## src/rtl/raster_pkg.sv

```systemverilog
package raster_pkg;
  localparam int PIX_AW  = 24;
  localparam int RUN_MAX = 32;
  localparam int LEN_W   = $clog2(RUN_MAX) + 1;
  localparam int DST_W   = 20;

  typedef enum logic [1:0] {OP_STIP, OP_FILL, OP_COPY} op_kind_e;

  typedef struct packed {
    op_kind_e            kind;
    logic [PIX_AW-1:0]   dst;
    logic [PIX_AW-1:0]   src;
    logic [LEN_W-1:0]    len;
    logic [31:0]         mask;
    logic [7:0]          colour;
  } op_t;

  // destination pixel carried in the bus address (byte address / 8)
  function automatic logic [PIX_AW-1:0] dst_pix(input logic [DST_W+2:0] a);
    return {{(PIX_AW-DST_W){1'b0}}, a[DST_W+2:3]};
  endfunction

  function automatic logic [LEN_W-1:0] blit_len(input logic [4:0] f);
    return {1'b0, f} + LEN_W'(1);
  endfunction

  function automatic logic src_is_fill(input logic [PIX_AW-1:0] s);
    return &s;
  endfunction

  // step k paints when mask bit (31-k) is set
  function automatic logic stip_hit(input logic [31:0] m, input logic [4:0] k);
    return m[5'd31 - k];
  endfunction
endpackage

```

## src/rtl/raster_cmd.sv

```systemverilog
module raster_cmd
  import raster_pkg::*;
#(
  parameter int BUS_AW = 23
) (
  input  logic              clk,
  input  logic              rst_n,
  input  logic              bus_sel,
  input  logic              bus_wr,
  input  logic [BUS_AW-1:0] bus_addr,
  input  logic [31:0]       bus_wdata,
  input  logic [3:0]        bus_be,
  input  logic              win_blit,
  input  logic              busy,
  output logic              bus_ready,
  output logic              op_start,
  output op_t               op
);
  logic [31:0] colour_q;
  logic        wr_ok, is_trig;
  logic        unused_bits;

  assign wr_ok   = bus_sel && bus_wr && (bus_be == 4'hF);
  assign is_trig = bus_addr[2];
  assign unused_bits = ^{bus_addr[1:0], colour_q[31:8], bus_wdata[31:29]};

  always_ff @(posedge clk) begin
    if (!rst_n) colour_q <= '0;
    else if (wr_ok && !is_trig) colour_q <= bus_wdata;
  end

  assign bus_ready = !(busy && bus_sel && bus_wr && is_trig);
  assign op_start  = wr_ok && is_trig && !busy;

  always_comb begin
    op.dst    = dst_pix(bus_addr[DST_W+2:0]);
    op.src    = bus_wdata[PIX_AW-1:0];
    op.mask   = bus_wdata;
    op.colour = colour_q[7:0];
    if (win_blit) begin
      op.kind = src_is_fill(bus_wdata[PIX_AW-1:0]) ? OP_FILL : OP_COPY;
      op.len  = blit_len(bus_wdata[28:24]);
    end else begin
      op.kind = OP_STIP;
      op.len  = LEN_W'(RUN_MAX);
    end
  end
endmodule

```

## src/rtl/raster_seq.sv

```systemverilog
module raster_seq
  import raster_pkg::*;
(
  input  logic              clk,
  input  logic              rst_n,
  input  logic              op_start,
  input  op_t               op_in,
  input  logic [7:0]        mem_rdata,
  output logic              busy,
  output logic              op_done,
  output logic [PIX_AW-1:0] mem_addr,
  output logic              mem_we,
  output logic [7:0]        mem_wdata,
  output logic              mem_re,
  output logic              dirty_valid,
  output logic [PIX_AW-1:0] dirty_start,
  output logic [LEN_W-1:0]  dirty_len
);
  op_t              op_q;
  logic             run_q, ph_q, last;
  logic [LEN_W-1:0] idx_q;
  logic [PIX_AW-1:0] off;

  assign off     = PIX_AW'(idx_q);
  assign last    = (idx_q == op_q.len - LEN_W'(1)) && (op_q.kind != OP_COPY || ph_q);
  assign op_done = run_q && last;
  assign busy    = run_q;

  always_ff @(posedge clk) begin
    if (!rst_n) begin
      run_q <= 1'b0; ph_q <= 1'b0; idx_q <= '0; op_q <= '0;
      dirty_valid <= 1'b0; dirty_start <= '0; dirty_len <= '0;
    end else begin
      dirty_valid <= op_done;
      if (op_done) begin
        dirty_start <= op_q.dst;
        dirty_len   <= op_q.len;
      end
      if (op_start) begin
        run_q <= 1'b1; op_q <= op_in; idx_q <= '0; ph_q <= 1'b0;
      end else if (run_q) begin
        if (op_q.kind == OP_COPY) begin
          ph_q <= ~ph_q;
          if (ph_q) idx_q <= idx_q + LEN_W'(1);
        end else begin
          idx_q <= idx_q + LEN_W'(1);
        end
        if (last) run_q <= 1'b0;
      end
    end
  end

  always_comb begin
    mem_addr  = op_q.dst + off;
    mem_we    = 1'b0;
    mem_re    = 1'b0;
    mem_wdata = op_q.colour;
    unique case (op_q.kind)
      OP_STIP: mem_we = run_q && stip_hit(op_q.mask, idx_q[4:0]);
      OP_FILL: mem_we = run_q;
      OP_COPY: begin
        mem_re    = run_q && !ph_q;
        mem_we    = run_q && ph_q;
        mem_wdata = mem_rdata;
        if (!ph_q) mem_addr = op_q.src + off;
      end
      default: ;
    endcase
  end
endmodule

```

## src/rtl/raster_engine.sv

```systemverilog
module raster_engine
  import raster_pkg::*;
#(
  parameter int BUS_AW = 23
) (
  input  logic              clk,
  input  logic              rst_n,
  input  logic              bus_sel,
  input  logic              bus_wr,
  input  logic [BUS_AW-1:0] bus_addr,
  input  logic [31:0]       bus_wdata,
  input  logic [3:0]        bus_be,
  input  logic              win_blit,
  output logic [31:0]       bus_rdata,
  output logic              bus_ready,
  output logic              busy,
  output logic [23:0]       mem_addr,
  output logic              mem_we,
  output logic [7:0]        mem_wdata,
  output logic              mem_re,
  input  logic [7:0]        mem_rdata,
  output logic              dirty_valid,
  output logic [23:0]       dirty_start,
  output logic [5:0]        dirty_len
);
  op_t  op;
  logic op_start, op_done;

  assign bus_rdata = '0;

  raster_cmd #(.BUS_AW(BUS_AW)) u_cmd (
    .clk(clk), .rst_n(rst_n), .bus_sel(bus_sel), .bus_wr(bus_wr),
    .bus_addr(bus_addr), .bus_wdata(bus_wdata), .bus_be(bus_be),
    .win_blit(win_blit), .busy(busy), .bus_ready(bus_ready),
    .op_start(op_start), .op(op)
  );

  raster_seq u_seq (
    .clk(clk), .rst_n(rst_n), .op_start(op_start), .op_in(op),
    .mem_rdata(mem_rdata), .busy(busy), .op_done(op_done),
    .mem_addr(mem_addr), .mem_we(mem_we), .mem_wdata(mem_wdata),
    .mem_re(mem_re), .dirty_valid(dirty_valid),
    .dirty_start(dirty_start), .dirty_len(dirty_len)
  );
endmodule

```

## config.mk

```make
export PLATFORM = sky130hd
export DESIGN_NAME = raster_engine
export DESIGN_NICKNAME = d
export VERILOG_FILES = /design/src/rtl/raster_pkg.sv /design/src/rtl/raster_cmd.sv /design/src/rtl/raster_seq.sv /design/src/rtl/raster_engine.sv
export SDC_FILE = /design/constraint.sdc
export NUM_CORES = 1
export LEC_CHECK = 0
export ABC_AREA = 1
export BUFFER_PORTS_ARGS = -buffer_cell sky130_fd_sc_hd__buf_2
export CORE_AREA = 3 3 121 123
export DETAILED_ROUTE_END_ITERATION = 7
export DIE_AREA = 0 0 124 126
export HOLD_SLACK_MARGIN = 0.15
export PLACE_DENSITY = 0.75
export SETUP_SLACK_MARGIN = 0.05
export SYNTH_ARGS = -nofsm -noshare
export SYNTH_HDL_FRONTEND = slang
export SYNTH_SLANG_ARGS = --single-unit
export TNS_END_PERCENT = 100
```

## constraint.sdc

```tcl
create_clock -name clk -period 2.2 [get_ports clk]
set_input_delay 0.44 -clock clk [delete_from_list [all_inputs] [get_ports clk]]
set_output_delay 0.44 -clock clk [all_outputs]
set_load 0.005 [all_outputs]
```

# Word-level counts from Yosys, hierarchy flattened
# Cells that the tools add are included.
# word_totals
reg_bits	135
inputBits	72
memories	0
latchBits	0
romBits	0
output_inout_bits	99
mem_bits_rw	0
# classes
n_mux	15
eq_ne	6
div_mod_pow	0
add_sub_neg	6
bitwise_logic	2
n_shift	0
order_cmp	1
reduce_logical	23
multipliers	0
# op_table
operator	count
24-bit 2-to-1 mux	2
24-bit by 6-bit adder with 24-bit output	1
24-bit AND reduction	1
20-bit by 6-bit adder with 21-bit output	1
6-bit 2-to-1 mux	3
1-bit logical AND	13
8-bit 2-to-1 mux	1
5-bit by 1-bit adder with 6-bit output (second input constant)	1
6-bit by 1-bit adder with 6-bit output (second input constant)	1
6-bit == test	1
5-bit by 6-bit less-than comparator with 1-bit output (second input constant)	1
6-bit by 1-bit subtractor with 6-bit output (second input constant)	1
1-bit binary-select mux with 5-bit select	1
1-bit 2-to-1 mux	5
5-bit subtractor (first input constant)	1
4-bit == test (second input constant)	1
1-bit zero test	4
2-bit 2-to-1 mux	2
2-bit AND reduction	2
1-bit one-hot mux with 3 select lines	1
2-bit by 1-bit == test with 1-bit output (second input constant)	1
2-bit == test (second input constant)	1
2-bit zero test	1
2-bit by 1-bit inequality test with 1-bit output (second input constant)	1
other kinds (4)	5

# Longest topological paths before layout
# depth
depth_word	6
depth_mapped	13
depth_no_buf	13

# Hierarchy
# From an unflattened synthesis, not the netlist that was laid out.
# unflattened
cells_unflattened	1389
area_unflattened_um2	8841.0
# modules_own_cells
module	area_each_um2	seq_area_each_um2	cells_each	instances
raster_seq	7410.9	2702.6	1176	1
raster_cmd	1186.1	160.2	180	1
raster_engine	244.0	0.0	33	1

# Worst setup path after synthesis
# No wires, ideal clock.
# synth_path
path_kind	register -> output
from	register u_seq.idx_q[2]
to	output mem_addr[7]
required_time_ns	1.760
t_arrival_ns	1.729
path_stages_with_launch	9
setup_slack_ns	0.031
n_path_buf	0
path_cell_list	dfxtp_1 ha_1 or2_2 nand2_1 o21ai_0 nand2_1 nand2_1 xor2_1 o21ai_0
# synth_between
elab_chain_cells	3
# synth_rtl
element	line	rtl
start, declared	raster_seq.sv:21	logic [LEN_W-1:0] idx_q;
start signal, assigned	raster_seq.sv:44	if (ph_q) idx_q <= idx_q + LEN_W'(1);
start signal, assigned	raster_seq.sv:46	idx_q <= idx_q + LEN_W'(1);
24-bit by 6-bit adder with 24-bit output / 20-bit by 6-bit adder with 21-bit output (equally long branches)	raster_seq.sv:65, raster_seq.sv:54	
24-bit 2-to-1 mux	raster_seq.sv:65	if (!ph_q) mem_addr = op_q.src + off;
24-bit 2-to-1 mux (*)	raster_seq.sv:58	unique case (op_q.kind)
end, declared	raster_engine.sv:17	output logic [23:0] mem_addr,
# Every way passes the cells marked *; elsewhere a longest branch is shown, timed or not.

# Final worst setup path
# layout_path
from	register u_seq.idx_q[0]
to	output mem_addr[8]
# The elaborated chain is that of the path after synthesis.

==> out/qor.csv <==
metric,value,unit
final_core_util,61.9,%
yosysTopAreaCellShare,34.2,%
nFillCells,1249,
rsz0062_at_grt,true,
drive_above_1_share,29.2,%
dpl.hpwl,13600,um
hold_path_class,primary input to flip-flop,
first_iter_violations,702,
crit_buf_inv,1,
finalCritPeriodShare,121,%
relSlewSlack,64.1,%
total_power,3.98,mW
maxCapViolCount,0,
hold_viol_final,0,
syn-instance-count,973,
placement.cell_area,7570,um2
wl_per_cell,14.3,um
worst_slew_pin_slew,0.538,ns
crit_chain,ha_4 -> fa_2 -> nand2_2 -> nand2_2 -> o21a_4 -> nand2_1 -> o21ai_1 -> xor2_1 -> nor2_1 -> nor2_1 -> buf_2,
fmax,376,MHz
fin_crit,2.66,ns
ys_warn_count,0,
synth.most_common_cell,nand2_1,
insertion_delay,0.36,ns
dr.pass1.iters,5,
fin_worst_skew,0.00785,ns
die_x,124,um
critPathLaunchType,flip-flop,
place_congestion,0.913,
cp_slowest_cell,dfxtp_4,
ir_worst_vdd,301,uV
clk_path_buf_depth,2,
avgSynthCellArea,6.68,um2
grt_max_degree,64,
core-area,13800,um2
synthFlopType,dfxtp_1,
cp_top_family,adder cells,
port_buffers,132,
gr-usage-met2,36.8,%
cts.root.buffer_cell,clkbuf_16,
core.rowCount,43,
fin_cells,1329,
status,"complete, but fails checks",
p_leak,4.03,nW
arrival,2.22,ns
ys_seq_elements,111,
viasPerCell,5.26,
synth.area.top_cells,"dfxtp_1 34%, nand2_1 12%, o21ai_0 7.9%",
fin_nets,1233,
critical_path_peak_fanout,4,
antennaDiodeCount,0,
drv_slew,0,
grt_busiest_layer,met2,
critPathMaxStageDelay,0.38,ns
finalSetupViolations,23,
synthArstFlopShare,0,%
synth-edff-count,0,
num_vias,6996,
path_clk_slew,0.08,ns
syn-cell-area,6500,um2
synth_commonest_cells,"200 x nand2_1, 111 x dfxtp_1, 106 x inv_1, 103 x o21ai_0, 101 x nand3_1",
synth_top_cell_by_area,dfxtp_1,
worstSetupPathType,flip-flop to primary output,
cts_buffers,9,
fin_area,8530,um2
required,1.76,ns
worst_setup_path_end_kind,primary output,
synth-seq-area-share,34.2,%
yosysUniqueCellTypes,39,
htreeDepth,3,
dieArea,15600,um2
dieHeight,126,um
dp_cells,1304,
cts_tree,built,
grtUsageMet1,31.6,%
grt_pass1_wl,29300,um
antenna_found_initial,0,
syn_to_final_growth,31.2,%
antenna_left,0,
start_util,47.2,%
fin_tns_setup,-6.87,ns
cts_num_sinks,111,
drc,0,
power_density,466,nW/um2
violations,negative setup slack,
setup_ws,-0.460,ns
io_pins,171,
grt_pass1_vias,6177,
grt-ovfl-total,0,
met3_usage,3.19,%
grtUsageTotal,23.0,%
drt_wl_total,19100,um
-- cells by family after synthesis --
kind of cell | share of synthesized area (%)
DFF | 34.2
adders and majority gates | 3.50
and+or+nand+nor | 30.5
xor gates and xnor gates | 2.37
AOI/OAI and AO/OA | 15.9
buffers and inverters | 13.5
other | 0.0577
-- path summary, 6_finish.rpt --
check | from | to | slack, ns | cells after the start
worst min register to register | u_cmd.colour_q[6]$_SDFFE_PN0P_ | u_cmd.colour_q[6]$_SDFFE_PN0P_ | 0.46 | 2
worst max register to register | u_seq.op_q[40]$_SDFFE_PN0P_ | u_seq.dirty_start[2]$_SDFFE_PN0P_ | 0.25 | 9
worst min-delay path | bus_addr[8] | u_seq.op_q[75]$_SDFFE_PN0P_ | 0.32 | 3
worst max-delay path | u_seq.idx_q[0]$_SDFFE_PP0P_ | mem_addr[8] | -0.46 | 11
-- report_power, final --
part	internal (mW)	leakage (nW)	switching, mW
combinational	0.0926	2.97	0.140
sequential	2.01	0.904	0.00915
clock	0.910	0.150	0.814
total	3.01	4.03	0.963
-- placed cells by master, fill, tap and decap left out, types with 15 or more instances in the layout --
| cell | synthesis | layout |
|---|---|---|
| o21ai_1 | 1 | 16 |
| nand2_2 | 1 | 20 |
| nor3_1 | 17 | 15 |
| nor2_1 | 66 | 58 |
| a21oi_1 | 83 | 78 |
| o21ai_0 | 103 | 81 |
| inv_1 | 106 | 100 |
| nand4_1 | 38 | 38 |
| nand3_1 | 101 | 88 |
| buf_2 | 6 | 132 |
| buf_4 | 40 | 61 |
| nand2_1 | 200 | 171 |
| dfxtp_1 | 111 | 96 |
| conb_1 | 1 | 36 |
-- what timing repair did --
action | in CTS | in global routing
endpoints found under the setup margin | 24 | 30
resized for setup | 83 | 80
pin swaps | 18 | 23
hold buffers | 0 | 0
buffers inserted | 1 | 9
-- through the flow --
step / hold WS (ns) / worst slack (ns)
finish: 0.315 / -0.460
global route: 0.319 / -0.527
CTS: 0.306 / -0.441
detailed placement: 0.451 / -0.217
global placement: 0.446 / -0.157
floorplan: 0.429 / 0.0531
-- metal layers --
metal | vias to the layer above | share of wire (%)
met5 | - | 0
li1 | 3507 | -
met1 | 3173 | 44
met3 | 47 | 6.1
met2 | 269 | 47
met4 | 0 | 2.5
-- worst min-delay path, cell delays in order --
cell and delay, ns:
buf_2 0.09, nor2_1 0.04, nor2_1 0.08
-- flip-flops by register name, summed over array words and instances, names as in the netlist --
name	flops
u_cmd.colour_q	8
u_seq.busy	1
u_seq.dirty_len	6
u_seq.dirty_start	20
u_seq.dirty_valid	1
u_seq.idx_q	6
u_seq.op_q	68
u_seq.ph_q	1
-- area by class of cell --
cell class	instances	area [um2]	area share, %
Tap cell	180	225	2.64
Inverter	108	415	4.87
Clock inverter	7	86.3	1.01
Timing Repair Buffer	205	1280	15.0
Multi-Input combinational cell	709	4040	47.4
Sequential cell	111	2260	26.5
Clock buffer	9	225	2.64
Power figures use the tool's default switching activity.
